### config.mk
export PLATFORM = sky130hd
export DESIGN_NAME = wide_hash_wrap
export DESIGN_NICKNAME = d
export VERILOG_FILES = /design/src/rtl/hash_wrap_pkg.sv /design/src/rtl/hw_msg_buf.sv /design/src/rtl/hw_res_buf.sv /design/src/rtl/hw_ctrl.sv /design/src/rtl/wide_hash_wrap.sv
export SDC_FILE = /design/constraint.sdc
export NUM_CORES = 1
export LEC_CHECK = 0
export BUFFER_PORTS_ARGS = -buffer_cell sky130_fd_sc_hd__buf_2
export CELL_PAD_IN_SITES_DETAIL_PLACEMENT = 0
export CELL_PAD_IN_SITES_GLOBAL_PLACEMENT = 1
export CORE_AREA = 8 8 249 251
export DETAILED_ROUTE_END_ITERATION = 6
export DIE_AREA = 0 0 257 259
export GPL_ROUTABILITY_DRIVEN = 0
export PLACE_DENSITY = 0.79
export RECOVER_POWER = 50
export SYNTH_ARGS = -nofsm -noshare
export SYNTH_HDL_FRONTEND = slang
export SYNTH_SLANG_ARGS = --single-unit
### constraint.sdc
create_clock -name clk -period 12.49 [get_ports clk]
set_input_delay 1.8735 -clock clk [delete_from_list [all_inputs] [get_ports clk]]
set_output_delay 1.8735 -clock clk [all_outputs]
set_load 0.005 [all_outputs]
### src/rtl/hash_wrap_pkg.sv
package hash_wrap_pkg;
  localparam int CTL_START_BIT = 0;
  localparam int CTL_CLEAR_BIT = 1;
  localparam int ST_BUSY_BIT   = 0;
  localparam int ST_DONE_BIT   = 1;

  typedef enum logic [0:0] {
    PH_IDLE = 1'b0,
    PH_RUN  = 1'b1
  } phase_e;
endpackage

### src/rtl/hw_msg_buf.sv
module hw_msg_buf #(
  parameter int WORD_W  = 32,
  parameter int N_WORDS = 8,
  localparam int BYTES  = WORD_W / 8,
  localparam int IDXW   = $clog2(N_WORDS),
  localparam int FLAT_W = WORD_W * N_WORDS
) (
  input  logic              clk,
  input  logic              rst,
  input  logic              lock,
  input  logic              wr_en,
  input  logic [IDXW-1:0]   wr_idx,
  input  logic [BYTES-1:0]  wr_be,
  input  logic [WORD_W-1:0] wr_data,
  input  logic [IDXW-1:0]   rd_idx,
  output logic [WORD_W-1:0] rd_word,
  output logic [FLAT_W-1:0] flat
);
  logic [WORD_W-1:0] words [N_WORDS];

  for (genvar w = 0; w < N_WORDS; w++) begin : g_word
    for (genvar b = 0; b < BYTES; b++) begin : g_byte
      always_ff @(posedge clk) begin
        if (rst) begin
          words[w][8*b +: 8] <= '0;
        end else if (wr_en && !lock && wr_idx == IDXW'(w) && wr_be[b]) begin
          words[w][8*b +: 8] <= wr_data[8*b +: 8];
        end
      end
    end
    assign flat[(N_WORDS-1-w)*WORD_W +: WORD_W] = words[w];
  end

  assign rd_word = words[rd_idx];

  AST_MSG_FROZEN: assert property (@(posedge clk) disable iff (rst)
    lock |=> $stable(flat));
endmodule

### src/rtl/hw_res_buf.sv
module hw_res_buf #(
  parameter int WORD_W  = 32,
  parameter int N_WORDS = 8,
  localparam int IDXW   = $clog2(N_WORDS),
  localparam int FLAT_W = WORD_W * N_WORDS
) (
  input  logic              clk,
  input  logic              rst,
  input  logic              cap,
  input  logic [FLAT_W-1:0] din,
  input  logic [IDXW-1:0]   rd_idx,
  output logic [WORD_W-1:0] rd_word
);
  logic [WORD_W-1:0] words [N_WORDS];

  for (genvar w = 0; w < N_WORDS; w++) begin : g_word
    always_ff @(posedge clk) begin
      if (rst) begin
        words[w] <= '0;
      end else if (cap) begin
        words[w] <= din[(N_WORDS-1-w)*WORD_W +: WORD_W];
      end
    end
  end

  assign rd_word = words[rd_idx];
endmodule

### src/rtl/hw_ctrl.sv
module hw_ctrl
  import hash_wrap_pkg::*;
(
  input  logic clk,
  input  logic rst,
  input  logic start_req,
  input  logic clr_req,
  input  logic eng_done,
  output logic busy,
  output logic done,
  output logic eng_start,
  output logic cap
);
  phase_e phase;

  always_ff @(posedge clk) begin
    if (rst) begin
      phase     <= PH_IDLE;
      done      <= 1'b0;
      eng_start <= 1'b0;
    end else begin
      eng_start <= 1'b0;
      if (phase == PH_IDLE) begin
        if (start_req) begin
          phase     <= PH_RUN;
          eng_start <= 1'b1;
          done      <= 1'b0;
        end else if (clr_req) begin
          done <= 1'b0;
        end
      end else begin
        if (eng_done) begin
          phase <= PH_IDLE;
          done  <= 1'b1;
        end else if (clr_req) begin
          done <= 1'b0;
        end
      end
    end
  end

  assign busy = (phase == PH_RUN);
  assign cap  = busy && eng_done;

  AST_START_ONE_CYCLE: assert property (@(posedge clk) disable iff (rst)
    eng_start |=> !eng_start);
  AST_START_SETS_BUSY: assert property (@(posedge clk) disable iff (rst)
    (!busy && start_req) |=> (busy && eng_start));
  AST_NO_START_BUSY: assert property (@(posedge clk) disable iff (rst)
    (busy && !eng_done && !eng_start) |=> !eng_start);
  AST_COMPLETE: assert property (@(posedge clk) disable iff (rst)
    (busy && eng_done) |=> (!busy && done));
  AST_DONE_STICKY: assert property (@(posedge clk) disable iff (rst)
    (done && !clr_req && !(start_req && !busy)) |=> done);
endmodule

### src/rtl/wide_hash_wrap.sv
module wide_hash_wrap
  import hash_wrap_pkg::*;
#(
  parameter int WORD_W  = 32,
  parameter int N_WORDS = 8,
  localparam int BYTES  = WORD_W / 8,
  localparam int IDXW   = $clog2(N_WORDS),
  localparam int AW     = IDXW + 1,
  localparam int FLAT_W = WORD_W * N_WORDS
) (
  input  logic              clk,
  input  logic              rst,
  input  logic [AW-1:0]     dp_addr,
  input  logic              dp_wr,
  input  logic              dp_rd,
  input  logic [BYTES-1:0]  dp_be,
  input  logic [WORD_W-1:0] dp_wdata,
  output logic [WORD_W-1:0] dp_rdata,
  input  logic              cs_wr,
  input  logic              cs_rd,
  input  logic [WORD_W-1:0] cs_wdata,
  output logic [WORD_W-1:0] cs_rdata,
  output logic              eng_start,
  output logic [FLAT_W-1:0] eng_msg,
  input  logic              eng_done,
  input  logic [FLAT_W-1:0] eng_digest
);
  logic              busy, done, cap;
  logic              sel_res;
  logic [IDXW-1:0]   idx;
  logic [WORD_W-1:0] msg_word, res_word;

  assign sel_res = dp_addr[AW-1];
  assign idx     = dp_addr[IDXW-1:0];

  hw_ctrl u_ctrl (
    .clk       (clk),
    .rst       (rst),
    .start_req (cs_wr && cs_wdata[CTL_START_BIT]),
    .clr_req   (cs_wr && cs_wdata[CTL_CLEAR_BIT]),
    .eng_done  (eng_done),
    .busy      (busy),
    .done      (done),
    .eng_start (eng_start),
    .cap       (cap)
  );

  hw_msg_buf #(.WORD_W(WORD_W), .N_WORDS(N_WORDS)) u_msg (
    .clk     (clk),
    .rst     (rst),
    .lock    (busy),
    .wr_en   (dp_wr && !sel_res),
    .wr_idx  (idx),
    .wr_be   (dp_be),
    .wr_data (dp_wdata),
    .rd_idx  (idx),
    .rd_word (msg_word),
    .flat    (eng_msg)
  );

  hw_res_buf #(.WORD_W(WORD_W), .N_WORDS(N_WORDS)) u_res (
    .clk     (clk),
    .rst     (rst),
    .cap     (cap),
    .din     (eng_digest),
    .rd_idx  (idx),
    .rd_word (res_word)
  );

  always_ff @(posedge clk) begin
    if (rst) begin
      dp_rdata <= '0;
    end else if (dp_rd) begin
      dp_rdata <= sel_res ? res_word : msg_word;
    end
  end

  always_ff @(posedge clk) begin
    if (rst) begin
      cs_rdata <= '0;
    end else if (cs_rd) begin
      cs_rdata              <= '0;
      cs_rdata[ST_BUSY_BIT] <= busy;
      cs_rdata[ST_DONE_BIT] <= done;
    end
  end

  AST_STATUS_UPPER_ZERO: assert property (@(posedge clk) disable iff (rst)
    cs_rd |=> (cs_rdata[WORD_W-1:2] == '0));
  AST_IDLE_DONE_IGNORED: assert property (@(posedge clk) disable iff (rst)
    (!busy && eng_done && !cs_wr) |=> (!busy && $stable(done)));
endmodule

# Word level (Yosys, flattened, before mapping)
# Memories as Yosys holds them, arrays and structs flattened.
# Cells that the tools add are included.
# word_totals
ram_bits	512
latch_bits	0
romBits	0
inputBits	335
ff_bits	37
word_cells	252
mem_count	2
# memory_table
name	words	width	read_ports	rd_ports_with_merged_regs	wr	line	source
u_msg.words	8	32	9	0	8	hw_msg_buf.sv:19	logic [WORD_W-1:0] words [N_WORDS];
u_res.words	8	32	1	0	8	hw_res_buf.sv:14	logic [WORD_W-1:0] words [N_WORDS];
# op_classes
multipliers	0
reduce_logical	49
n_bitwise	40
n_addsub	0
n_eq_ne	7
n_lt_le_gt_ge	0
n_shift	0
mux	149
div_mod_pow	0
# ops
cell	n
$mux 32	9
$mux 8	32
$mux 1	108
$logic_and 1x1->1	45
$or 1x1->1	40
$eq 3x3->1 const B	4
$eq 3x2->1 const B	2
$eq 3x1->1 const B	1
$logic_not 3->1	1
$logic_not 1->1	2
$reduce_or 2->1	1

# Longest topological paths before layout
# Gate-level depths: netlist of the first run.
# logic_depth
word_depth	9
depth_mapped	8
depth_no_buf	4

# Modules after synthesis
# From an unflattened synthesis of the first run, not the netlist that was laid out.
# unflattened
hier_cells	1628
area_unflattened_um2	25344.3
# by_module_without_submodules
mod	area_per_inst_um2	seq_area_each_um2	n_inst	cells_each
hw_msg_buf	11979.0	7687.4	1	778
hw_res_buf	11486.0	7687.4	1	656
wide_hash_wrap	1755.4	680.7	1	183
hw_ctrl	123.9	60.1	1	11

# Worst setup path before layout of the first run
# No wires, ideal clock.
# synth_path
path_kind	input-to-reg
from	input rst
to	memory u_res.words[0][0], enable pin
n_path_buf	1
setup_time_ns	1.955
stages	3
path_slack_ns	4.066
arrival_time_ns	6.469
path_cell_list	clkinv_1 -> clkbuf_1 -> nand2_1
# synth_lines
element	line	source
from (decl)	wide_hash_wrap.sv:12	input logic rst,
to (decl)	hw_res_buf.sv:14	

# Worst setup path after layout of the first run
# layout_path
from	input dp_addr[2]
to	register dp_rdata[15]
# layout_via
elab_chain_len	2
word_cells_on_any_way	3
classes_between	1 x mux; 2 x memory
# layout_rtl
element	line	source
from (decl)	wide_hash_wrap.sv:13	input logic [AW-1:0] dp_addr,
$mem_v2 8x32, on equally long branches	--	
$mux 32 (*)	wide_hash_wrap.sv:74	dp_rdata <= sel_res ? res_word : msg_word;
to (signal assigned)	wide_hash_wrap.sv:74	
to (decl)	wide_hash_wrap.sv:18	output logic [WORD_W-1:0] dp_rdata,
# Every way passes the cells marked *; elsewhere a longest branch is shown, timed or not.
# A chain may end at the register's enable or synchronous reset.

==> run summary, run 1 <==
### Status
- finished with violations — result of the run
- capacitance limit, slew limit — failing checks

### Floorplan
- 259 um — overall die height
- 257 um — Die Wd
- 0.427 — effective utilization at floorplan
- 89 — site row count
- 66600 um^2 — die outline area
- 656 — Top-Level Pins
- 58200 um^2 — Core Region

### Logic synthesis
- 0 — adder and majority cell fraction of the synthesized area
- 0 — Yosys Warn Count
- 0.158 — area fraction in and, or, nand and nor cells after synthesis
- 24900 um^2 — Syn Std Cell Area
- 0 — xor/xnor cell area share of the yosys netlist
- 14.6 um^2 — synthesized area per cell
- 0.111 — multiplexer area fraction after synthesis
- 0.648 — sequential element share of the synthesized area
- 0.0519 — Synth Area in Compound Gates
- 0 — fraction of registers with async set/reset
- 1707 — Synth Instances
- 549 — Seq cells post-synth
- simple AND/OR/NAND/NOR gates — main combinational cell family by area after synthesis
- 512 — number of flops mapped to enable cells by yosys
- sky130_fd_sc_hd__edfxtp_1 — most used flip-flop cell after synthesis
- 47 — Yosys cell types

### Power and ir drop
- 4.16 mW — Final Power
- 140 nW/um^2 — cell area power density
- 11.7 nW — leakage power
- 97.3 uV — VDD IR-drop max

### Clock tree
- 549 — number of sinks driven by the clock tree
- 2 — deepest level of the CTS H-tree
- 0.61 ns — clock insertion delay at the later pin of the skew report
- 0 — hold_buf cts
- 56 — number of buffers added by the clock tree synthesis step
- sky130_fd_sc_hd__clkbuf_16 — cell at the root of the clock tree
- built — clock tree from TritonCTS
- 0 — total setup buffers inserted after CTS
- 0.07 ns — clock edge transition at the registers on the reported setup and hold paths
- 0 — number of cells upsized or downsized after cts
- 3 — clock tree buffer depth

### STA
- -1.98 — relative slew slack
- 0.610 — share of the clock period used by the worst path after layout
- 0.0192 ns — final worst clock skew
- 322 — number of max-slew violations in the final report
- 0 — number of hold violations in the final report
- 4.87 ns — final setup slack of the worst path
- 131 MHz — top achievable clock speed
- 0 ns — Setup TNS
- 0 — number of setup violations in the final report
- false — unrepaired setup endpoints after global routing
- 4.48 ns — Worst-Margin Slew
- 7.62 ns — final critical path time including I/O delays and setup

### Worst setup path
- 5 — number of cells traversed by the worst register-to-register path
- 51 — CP max FO
- input pin — kind of start point of the critical path
- u_res.words[5][26]$_SDFFCE_PN0P_ — endpoint of the most critical register-to-register path
- u_ctrl.busy$_SDFF_PP0_ — launch instance of the worst register-to-register path
- 12.98 ns — required time reported for the critical path endpoint
- flop — endpoint class of the critical path
- 8.11 ns — critical path data arrival time
- 6.81 ns — R2R setup slack
- input pin to flop — type of the setup path with the least slack

### Routing
- 0 — post-route DRC violation count
- 1406 — DRT iter0 DRCs
- 6 — drt pass-1 iters
- 5.32 — post-detailed-route via-to-cell ratio
- 0 — DRT antenna net count
- 16500 — routed via count
- 26.6 um — average wire length per cell after detail routing
- 82500 um — Post-Route WL

### Min path
- 2 — worst hold path depth
- flop to flop — min-delay worst type
- dp_rdata[16]$_SDFFE_PP0P_ — Hold Startpoint
- dp_rdata[16]$_SDFFE_PP0P_ — hold path endpoint

### GRT
- 137 — maximum number of pins on one net before global-route repair
- 0 — Congestion Overflow GR
- 17100 — number of global-route vias before repair
- 117000 um — global-route wire length before repair
- 0.236 — aggregate global-route resource usage
- 11 — initial antenna violation count

### Final layout
- sky130_fd_sc_hd__edfxtp_1 — commonest non-fill, non-tap cell in the layout
- 0.230 — fraction of layout instances using a drive strength above 1
- 2612 — post-layout net count
- sky130_fd_sc_hd__edfxtp_1, sky130_fd_sc_hd__and2_1, sky130_fd_sc_hd__buf_2, sky130_fd_sc_hd__clkbuf_1, sky130_fd_sc_hd__and2_0 — commonest cells after routing, fill and taps aside
- 19.8% — Area growth, synth to finish

### Run
- 6 — number of max-cap violations

### Place
- 61300 um — post-DP HPWL
- 595 — port bufs
- 6.67 ns — Worst Setup Slack post-DPL

## Yosys cell counts (all sizes together) (2+ instances only)
library cell | instances | share of area
and2 | 514 | 0.13
edfxtp | 512 | 0.62
mux2i | 98 | 0.039
buf | 71 | 0.021
mux4 | 65 | 0.059
clkbuf | 55 | 0.0085
nor2 | 53 | 0.0095
o21ai | 44 | 0.0089
dfxtp | 37 | 0.030
nand2 | 37 | 0.0056
mux2 | 28 | 0.013
a21o | 24 | 0.0072
nand2b | 24 | 0.0060
a22oi | 21 | 0.0063
a32oi | 21 | 0.0074
o22ai | 16 | 0.0040
a2bb2oi | 15 | 0.0053
a211oi | 14 | 0.0042
a221o | 11 | 0.0044
nor2b | 10 | 0.0025
o21a | 6 | 0.0018
a21oi | 4 | 0.00081
nand3 | 4 | 0.0010
nor3 | 4 | 0.00081
a31oi | 3 | 0.00075
nand3b | 2 | 0.00060
nand4 | 2 | 0.00050
## cell type report
class                           instances  area, um^2
Timing Repair Buffer                  609        2760
Sequential cell                       549       16100
Clock buffer                           64        1450
Clock inverter                         40         373
Antenna cell                            8        20.0
Multi-Input combinational cell       1059        8100
Tap cell                              773         967
Inverter                                2        7.51
Fill cell                            5175       28400
## sequential cells by signal, indices dropped and copies added (netlist names)
register          flops
u_ctrl.done           1
dp_rdata             32
u_res.words         256
cs_rdata              2
u_msg.words         256
u_ctrl.eng_start      1
u_ctrl.busy           1
## logic make-up after synthesis
family | after synthesis
AOI/OAI and AO/OA | 181
other | 1
buffers and inverters | 128
muxes | 191
and+or+nand+nor | 657
DFF | 549
## stage by stage
step	util	hold WS [ns]	cells	cell area, um^2
floorplan	-	0.460	1736	25000
global placement	0.487	0.453	2992	28300
detailed placement	0.487	0.455	2992	28300
CTS	0.518	0.470	3096	30200
global route	0.512	0.512	3101	29800
finish	0.512	0.471	3104	29800
## per-layer routing
metal	global-route usage	vias to the layer above	wire (um)
li1	-	7380	-
met1	0.303	8171	33500
met2	0.398	815	40200
met3	0.0515	142	6210
met4	0.0765	4	2620
met5	0	-	27
## power breakdown
group,internal [mW],total [mW],switching (mW)
sequential,2.09,2.13,0.0391
combinational,0.135,0.346,0.211
clock,0.960,1.68,0.721
## worst max-delay path, stage by stage
cell                       delay [ns]
sky130_fd_sc_hd__clkbuf_1        2.59
sky130_fd_sc_hd__clkbuf_1        1.75
sky130_fd_sc_hd__nand2_1         0.79
sky130_fd_sc_hd__o22ai_1         0.39
sky130_fd_sc_hd__a211oi_1        0.21
sky130_fd_sc_hd__a221o_1         0.43
## worst max-delay path by stage
stage | startpoint | end | slack (ns)
6_report | dp_addr[2] | dp_rdata[15]$_SDFFE_PP0P_ | 4.87
5_1_grt | dp_addr[2] | dp_rdata[15]$_SDFFE_PP0P_ | 4.43
4_1_cts | rst | u_res.words[3][12]$_SDFFCE_PN0P_ | 7.33
3_5_place_dp | rst | u_res.words[3][12]$_SDFFCE_PN0P_ | 6.67
3_3_place_gp | rst | u_res.words[0][12]$_SDFFCE_PN0P_ | 6.83
2_1_floorplan | rst | u_res.words[0][0]$_SDFFCE_PN0P_ | 4.07
Note: power is estimated with default switching activity, not from simulation.
==> run 2: changes to the inputs <==
--- a/config.mk
+++ b/config.mk
@@ -8,9 +8,9 @@
 export BUFFER_PORTS_ARGS = -buffer_cell sky130_fd_sc_hd__buf_2
 export CELL_PAD_IN_SITES_DETAIL_PLACEMENT = 0
 export CELL_PAD_IN_SITES_GLOBAL_PLACEMENT = 1
-export CORE_AREA = 8 8 249 251
+export CORE_MARGIN = 8
+export CORE_UTILIZATION = 43
 export DETAILED_ROUTE_END_ITERATION = 6
-export DIE_AREA = 0 0 257 259
 export GPL_ROUTABILITY_DRIVEN = 0
 export PLACE_DENSITY = 0.79
 export RECOVER_POWER = 50
==> constraint.sdc (replaced) <==
create_clock -name clk -period 7.3 [get_ports clk]
set_input_delay 1.095 -clock clk [delete_from_list [all_inputs] [get_ports clk]]
set_output_delay 1.095 -clock clk [all_outputs]
set_load 0.005 [all_outputs]
==> run 2 against run 1 <==
The flow still finishes with violations (capacitance limit, slew limit). Final cell count decreased by 0.64%. Hold slack gained 0.010 ns. Combinational power grew 72%.
==> run summary, run 2 (synthesis gave the netlist of run 1 again) <==
### Status
- finished with violations — result of the run
- capacitance limit, slew limit — failing checks

### Clock tree
- 2 — deepest level of the CTS H-tree
- 0.62 ns — clock insertion delay at the later pin of the skew report
- 56 — number of buffers added by the clock tree synthesis step
- 3 — clock tree buffer depth
- 549 — number of sinks driven by the clock tree
- 0.06 ns — clock edge transition at the registers on the reported setup and hold paths
- built — clock tree from TritonCTS
- 0 — number of cells upsized or downsized after cts
- 0 — hold_buf cts
- sky130_fd_sc_hd__clkbuf_16 — cell at the root of the clock tree
- 0 — total setup buffers inserted after CTS

### STA
- 317 — number of max-slew violations in the final report
- 5.03 ns — final critical path time including I/O delays and setup
- 199 MHz — top achievable clock speed
- 0.690 — share of the clock period used by the worst path after layout
- 0 — number of setup violations in the final report
- 0.0231 ns — final worst clock skew
- -1.65 — relative slew slack
- 3.97 ns — Worst-Margin Slew
- 0 ns — Setup TNS
- false — unrepaired setup endpoints after global routing
- 0 — number of hold violations in the final report

### Final layout
- 0.247 — fraction of layout instances using a drive strength above 1
- sky130_fd_sc_hd__edfxtp_1 — commonest non-fill, non-tap cell in the layout
- 16100 um^2 — Reg area
- 0.522 — final cell utilization of the core
- 5026 — filler instances
- 2607 — post-layout net count
- u_msg.words x256, u_res.words x256, dp_rdata x32 — largest registers in the final layout
- 20.8% — Area growth, synth to finish
- sky130_fd_sc_hd__edfxtp_1, sky130_fd_sc_hd__buf_2, sky130_fd_sc_hd__and2_1, sky130_fd_sc_hd__clkbuf_1, sky130_fd_sc_hd__and2_0 — commonest cells after routing, fill and taps aside
- 8140 um^2 — Multi-input gate area

### Min path
- dp_rdata[27]$_SDFFE_PP0P_ — Hold Startpoint
- flop to flop — min-delay worst type

### Floorplan
- 88 — site row count
- 256 um — overall die height
- 65800 um^2 — die outline area
- 57500 um^2 — Core Region
- 256 um — Die Wd
- 0.433 — effective utilization at floorplan
- 656 — Top-Level Pins

### GRT
- 7 — initial antenna violation count
- 0 — Congestion Overflow GR
- 0.240 — aggregate global-route resource usage
- 118000 um — global-route wire length before repair
- 17200 — number of global-route vias before repair
- 258 — maximum number of pins on one net before global-route repair

### Worst setup path
- u_ctrl.busy$_SDFF_PP0_ — launch instance of the worst register-to-register path
- 7.61 ns — required time reported for the critical path endpoint
- 5.34 ns — critical path data arrival time
- input pin — kind of start point of the critical path
- input pin to flop — type of the setup path with the least slack
- flop — endpoint class of the critical path
- 257 — CP max FO
- rst — Worst Setup SP

### Run
- 3 — number of max-cap violations

### Routing
- 0 — DRT antenna net count
- 1645 — DRT iter0 DRCs
- 82700 um — Post-Route WL
- 4 — drt pass-1 iters
- 0 — post-route DRC violation count
- 5.38 — post-detailed-route via-to-cell ratio
- 16600 — routed via count
- 26.8 um — average wire length per cell after detail routing

### Place
- 60600 um — post-DP HPWL
- 595 — port bufs

### Power and ir drop
- 246 nW/um^2 — cell area power density
- 188 uV — VDD IR-drop max
- 11.8 nW — leakage power

## run 2: cell count changes in the layout (fill, tap and decap cells not counted), moves of 3 or more
cell / previous run / this run
sky130_fd_sc_hd__buf_4: 11 / 5
sky130_fd_sc_hd__bufinv_16: 6 / 14
sky130_fd_sc_hd__buf_2: 334 / 367
sky130_fd_sc_hd__and2_0: 147 / 173
sky130_fd_sc_hd__o21ai_0: 37 / 34
sky130_fd_sc_hd__diode_2: 8 / 1
sky130_fd_sc_hd__o21ai_1: 7 / 10
sky130_fd_sc_hd__and2_1: 367 / 341
sky130_fd_sc_hd__clkbuf_1: 267 / 228
## run 2: final cells by class
cell class / count / share of cell area
sequential: 549 / 0.537
multi-input combinational: 1059 / 0.271
timing repair buffer: 604 / 0.0932
clock buffer: 60 / 0.0479
tap: 765 / 0.0319
clock inverter: 44 / 0.0191
inverter: 2 / 0.000250
antenna: 1 / 0.0000833
## run 2: report_power, final
part / leakage, nW / internal, mW / switching [mW]
combinational: 5.13 / 0.231 / 0.365
clock: 0.988 / 1.92 / 1.23
sequential: 5.73 / 3.58 / 0.0653
total: 11.8 / 5.73 / 1.66
## run 2: stage by stage
step           instance area [um^2]  setup WS, ns  hold slack, ns  instances  power (mW)
2_1_floorplan                 25000          2.23           0.460       1736        4.01
3_3_place_gp                  28300          3.07           0.460       2979        4.31
3_5_place_dp                  28300          2.92           0.465       2979        4.32
4_1_cts                       30400          3.59           0.480       3083        7.45
5_1_grt                       30000          1.81           0.497       3083        7.60
6_report                      30000          2.27           0.481       3084        7.39
## run 2: metal layers
metal / up-vias / GRT usage / wire (um)
met2: 743 / 0.407 / 40400
met5: - / 0 / 30
met3: 137 / 0.0555 / 6190
met1: 8337 / 0.309 / 33700
met4: 6 / 0.0652 / 2400
li1: 7366 / - / -
## run 2: final timing paths
| path | endpoint | slack (ns) | cells after the start |
|---|---|---|---|
| worst max-delay path | u_res.words[3][29]$_SDFFCE_PN0P_ | 2.27 | 4 |
| worst min register to register | dp_rdata[27]$_SDFFE_PP0P_ | 0.48 | 2 |
| worst min-delay path | dp_rdata[27]$_SDFFE_PP0P_ | 0.48 | 2 |
| worst max register to register | u_res.words[3][29]$_SDFFCE_PN0P_ | 2.77 | 4 |
## run 2: worst max-delay path, stage by stage
cell and delay [ns]:
sky130_fd_sc_hd__clkbuf_1 1.11, sky130_fd_sc_hd__nor2_4 0.02, sky130_fd_sc_hd__clkbuf_2 1.66, sky130_fd_sc_hd__and2_0 1.00
==> run 3: changes to the inputs <==
--- a/config.mk
+++ b/config.mk
@@ -9,10 +9,10 @@
 export CELL_PAD_IN_SITES_DETAIL_PLACEMENT = 0
 export CELL_PAD_IN_SITES_GLOBAL_PLACEMENT = 1
 export CORE_MARGIN = 8
-export CORE_UTILIZATION = 43
+export CORE_UTILIZATION = 39
 export DETAILED_ROUTE_END_ITERATION = 6
 export GPL_ROUTABILITY_DRIVEN = 0
-export PLACE_DENSITY = 0.79
+export PLACE_DENSITY = 0.76
 export RECOVER_POWER = 50
 export SYNTH_ARGS = -nofsm -noshare
 export SYNTH_HDL_FRONTEND = slang
==> constraint.sdc (replaced) <==
create_clock -name clk -period 4.1 [get_ports clk]
set_input_delay 0.615 -clock clk [delete_from_list [all_inputs] [get_ports clk]]
set_output_delay 0.615 -clock clk [all_outputs]
set_load 0.005 [all_outputs]
==> run 3 against run 2 <==
The flow still finishes with violations (capacitance limit, slew limit). Wire length up 1.7%. First-iteration DRC count is 12% lower. Utilization is 4.5 points lower. Register-to-register slack lost 1.3 ns. Die area is 9.6% higher. Final area is 0.36% higher. Clock skew decreased by 0.0016 ns. Sequential share of layout area down 0.19 points. Critical path depth is 1 higher. Largest power group unchanged.
==> run summary, run 3 (synthesis gave the netlist of run 1 again) <==
### Status
- finished with violations — result of the run
- capacitance limit, slew limit — failing checks

### STA
- 3.07 ns — final critical path time including I/O delays and setup
- 325 MHz — top achievable clock speed
- false — unrepaired setup endpoints after global routing
- 0 — number of hold violations in the final report
- 0.272 ns — Worst Hold Margin
- -0.0234 — relative slew slack
- 32 — number of max-slew violations in the final report
- 0.750 — share of the clock period used by the worst path after layout
- 0 ns — Setup TNS
- 1.54 ns — Worst-Margin Slew
- 0.0215 ns — final worst clock skew
- 0 — number of setup violations in the final report

### Min path
- u_ctrl.eng_start$_SDFF_PP0_ — hold path endpoint
- input pin to flop — min-delay worst type
- cs_wdata[0] — Hold Startpoint
- 3 — worst hold path depth

### Worst setup path
- u_ctrl.busy$_SDFF_PP0_ — launch instance of the worst register-to-register path
- 4 — CP Buf/Inv Count
- 1.49 ns — R2R setup slack
- 4.32 ns — required time reported for the critical path endpoint
- buffers and inverters — delay-heaviest family, CP
- 37 — CP max FO
- input pin to flop — type of the setup path with the least slack
- clkbuf_1, clkinv_1, buf_4, nand2_8, clkbuf_2 — CP Cell Sequence
- 4 — number of cells traversed by the worst register-to-register path
- input pin — kind of start point of the critical path
- flop — endpoint class of the critical path
- u_res.words[7][28]$_SDFFCE_PN0P_ — endpoint of the most critical register-to-register path
- sky130_fd_sc_hd__clkbuf_1 — Slowest cell on crit path
- 3.30 ns — critical path data arrival time
- 1.08 ns — Max stage delay on crit path

### Final layout
- 2626 — post-layout net count
- 0.238 — fraction of layout instances using a drive strength above 1
- sky130_fd_sc_hd__edfxtp_1 — commonest non-fill, non-tap cell in the layout
- u_msg.words x256, u_res.words x256, dp_rdata x32 — largest registers in the final layout
- sky130_fd_sc_hd__edfxtp_1, sky130_fd_sc_hd__and2_1, sky130_fd_sc_hd__buf_2, sky130_fd_sc_hd__clkbuf_1, sky130_fd_sc_hd__mux2i_1 — commonest cells after routing, fill and taps aside
- 21.2% — Area growth, synth to finish

### Clock tree
- built — clock tree from TritonCTS
- sky130_fd_sc_hd__clkbuf_16 — cell at the root of the clock tree
- 0 — hold_buf cts
- 3 — clock tree buffer depth
- 57 — number of buffers added by the clock tree synthesis step
- 549 — number of sinks driven by the clock tree
- 0 — number of cells upsized or downsized after cts
- 0.61 ns — clock insertion delay at the later pin of the skew report
- 2 — deepest level of the CTS H-tree
- 0.06 ns — clock edge transition at the registers on the reported setup and hold paths
- 0 — total setup buffers inserted after CTS

### GRT
- 8 — initial antenna violation count
- 135 — maximum number of pins on one net before global-route repair
- 117000 um — global-route wire length before repair
- 17000 — number of global-route vias before repair
- 0 — Congestion Overflow GR
- 0.222 — aggregate global-route resource usage

### Floorplan
- 0.394 — effective utilization at floorplan
- 269 um — Die Wd
- 92 — site row count
- 269 um — overall die height
- 656 — Top-Level Pins
- 72100 um^2 — die outline area
- 63100 um^2 — Core Region

### Power and ir drop
- 428 nW/um^2 — cell area power density
- 265 uV — VDD IR-drop max
- 11.9 nW — leakage power

### Routing
- 0 — DRT antenna net count
- 5.17 — post-detailed-route via-to-cell ratio
- 1447 — DRT iter0 DRCs
- 5 — drt pass-1 iters
- 84100 um — Post-Route WL
- 26.4 um — average wire length per cell after detail routing
- 0 — post-route DRC violation count
- 16500 — routed via count

### Place
- 595 — port bufs
- 63500 um — post-DP HPWL

### Run
- 1 — number of max-cap violations

-- run 3: changes by cell type in the layout (fill, tap and decap cells not counted), moves of 6 or more --
cell	delta
sky130_fd_sc_hd__clkbuf_1	+30
sky130_fd_sc_hd__buf_4	+19
sky130_fd_sc_hd__clkinv_2	-6
sky130_fd_sc_hd__and2_0	-107
sky130_fd_sc_hd__and2_1	+107
sky130_fd_sc_hd__buf_2	-21
sky130_fd_sc_hd__bufinv_16	-6
-- run 3: routing by layer --
metal / up-vias / track usage / part of all wire
met2: 790 / 0.374 / 0.48
met3: 131 / 0.0503 / 0.081
met5: - / 0 / 0.00037
li1: 7405 / - / -
met1: 8143 / 0.288 / 0.41
met4: 6 / 0.0607 / 0.027
-- run 3: area by class of cell --
type | instances | area (um^2)
tap | 846 | 1060
clock inverter | 35 | 382
sequential | 549 | 16100
fill | 5708 | 32900
antenna | 4 | 10.0
multi-input combinational | 1059 | 8120
timing repair buffer | 622 | 2930
inverter | 2 | 7.51
clock buffer | 71 | 1520
-- run 3: worst max path at each step --
| stage | from | to | slack [ns] | depth (start not counted) |
|---|---|---|---|---|
| after floorplan | rst | u_res.words[0][0]$_SDFFCE_PN0P_ | 0.88 | 3 |
| after global placement | dp_addr[1] | dp_rdata[15]$_SDFFE_PP0P_ | 1.11 | 6 |
| after detailed placement | dp_addr[1] | dp_rdata[15]$_SDFFE_PP0P_ | 1.11 | 6 |
| after CTS | u_ctrl.busy$_SDFF_PP0_ | u_res.words[7][28]$_SDFFCE_PN0P_ | 1.72 | 4 |
| after global routing | rst | u_res.words[3][18]$_SDFFCE_PN0P_ | 0.83 | 5 |
| final | rst | u_res.words[6][25]$_SDFFCE_PN0P_ | 1.03 | 5 |
-- run 3: worst min-delay path, stage by stage --
cell and delay (ns):
sky130_fd_sc_hd__buf_2 0.11, sky130_fd_sc_hd__nand2_1 0.06, sky130_fd_sc_hd__nor3_1 0.04
-- run 3: stage by stage --
| step | instances | utilization | instance area, um^2 | setup slack, ns | total power, mW |
|---|---|---|---|---|---|
| after floorplan | 1736 | - | 25000 | 0.877 | 7.14 |
| after global placement | 3078 | 0.453 | 28600 | 1.11 | 7.70 |
| after detailed placement | 3078 | 0.453 | 28600 | 1.11 | 7.71 |
| after CTS | 3184 | 0.483 | 30500 | 1.72 | 13.0 |
| after global routing | 3186 | 0.478 | 30100 | 0.826 | 13.3 |
| final | 3188 | 0.478 | 30100 | 1.03 | 12.9 |
-- run 3: power by group --
| part | switching, mW | total, mW | internal, mW |
|---|---|---|---|
| Sequential | 0.117 | 6.49 | 6.37 |
| Combinational | 0.653 | 1.07 | 0.420 |
| Clock | 2.20 | 5.33 | 3.13 |
| Total | 2.97 | 12.9 | 9.92 |
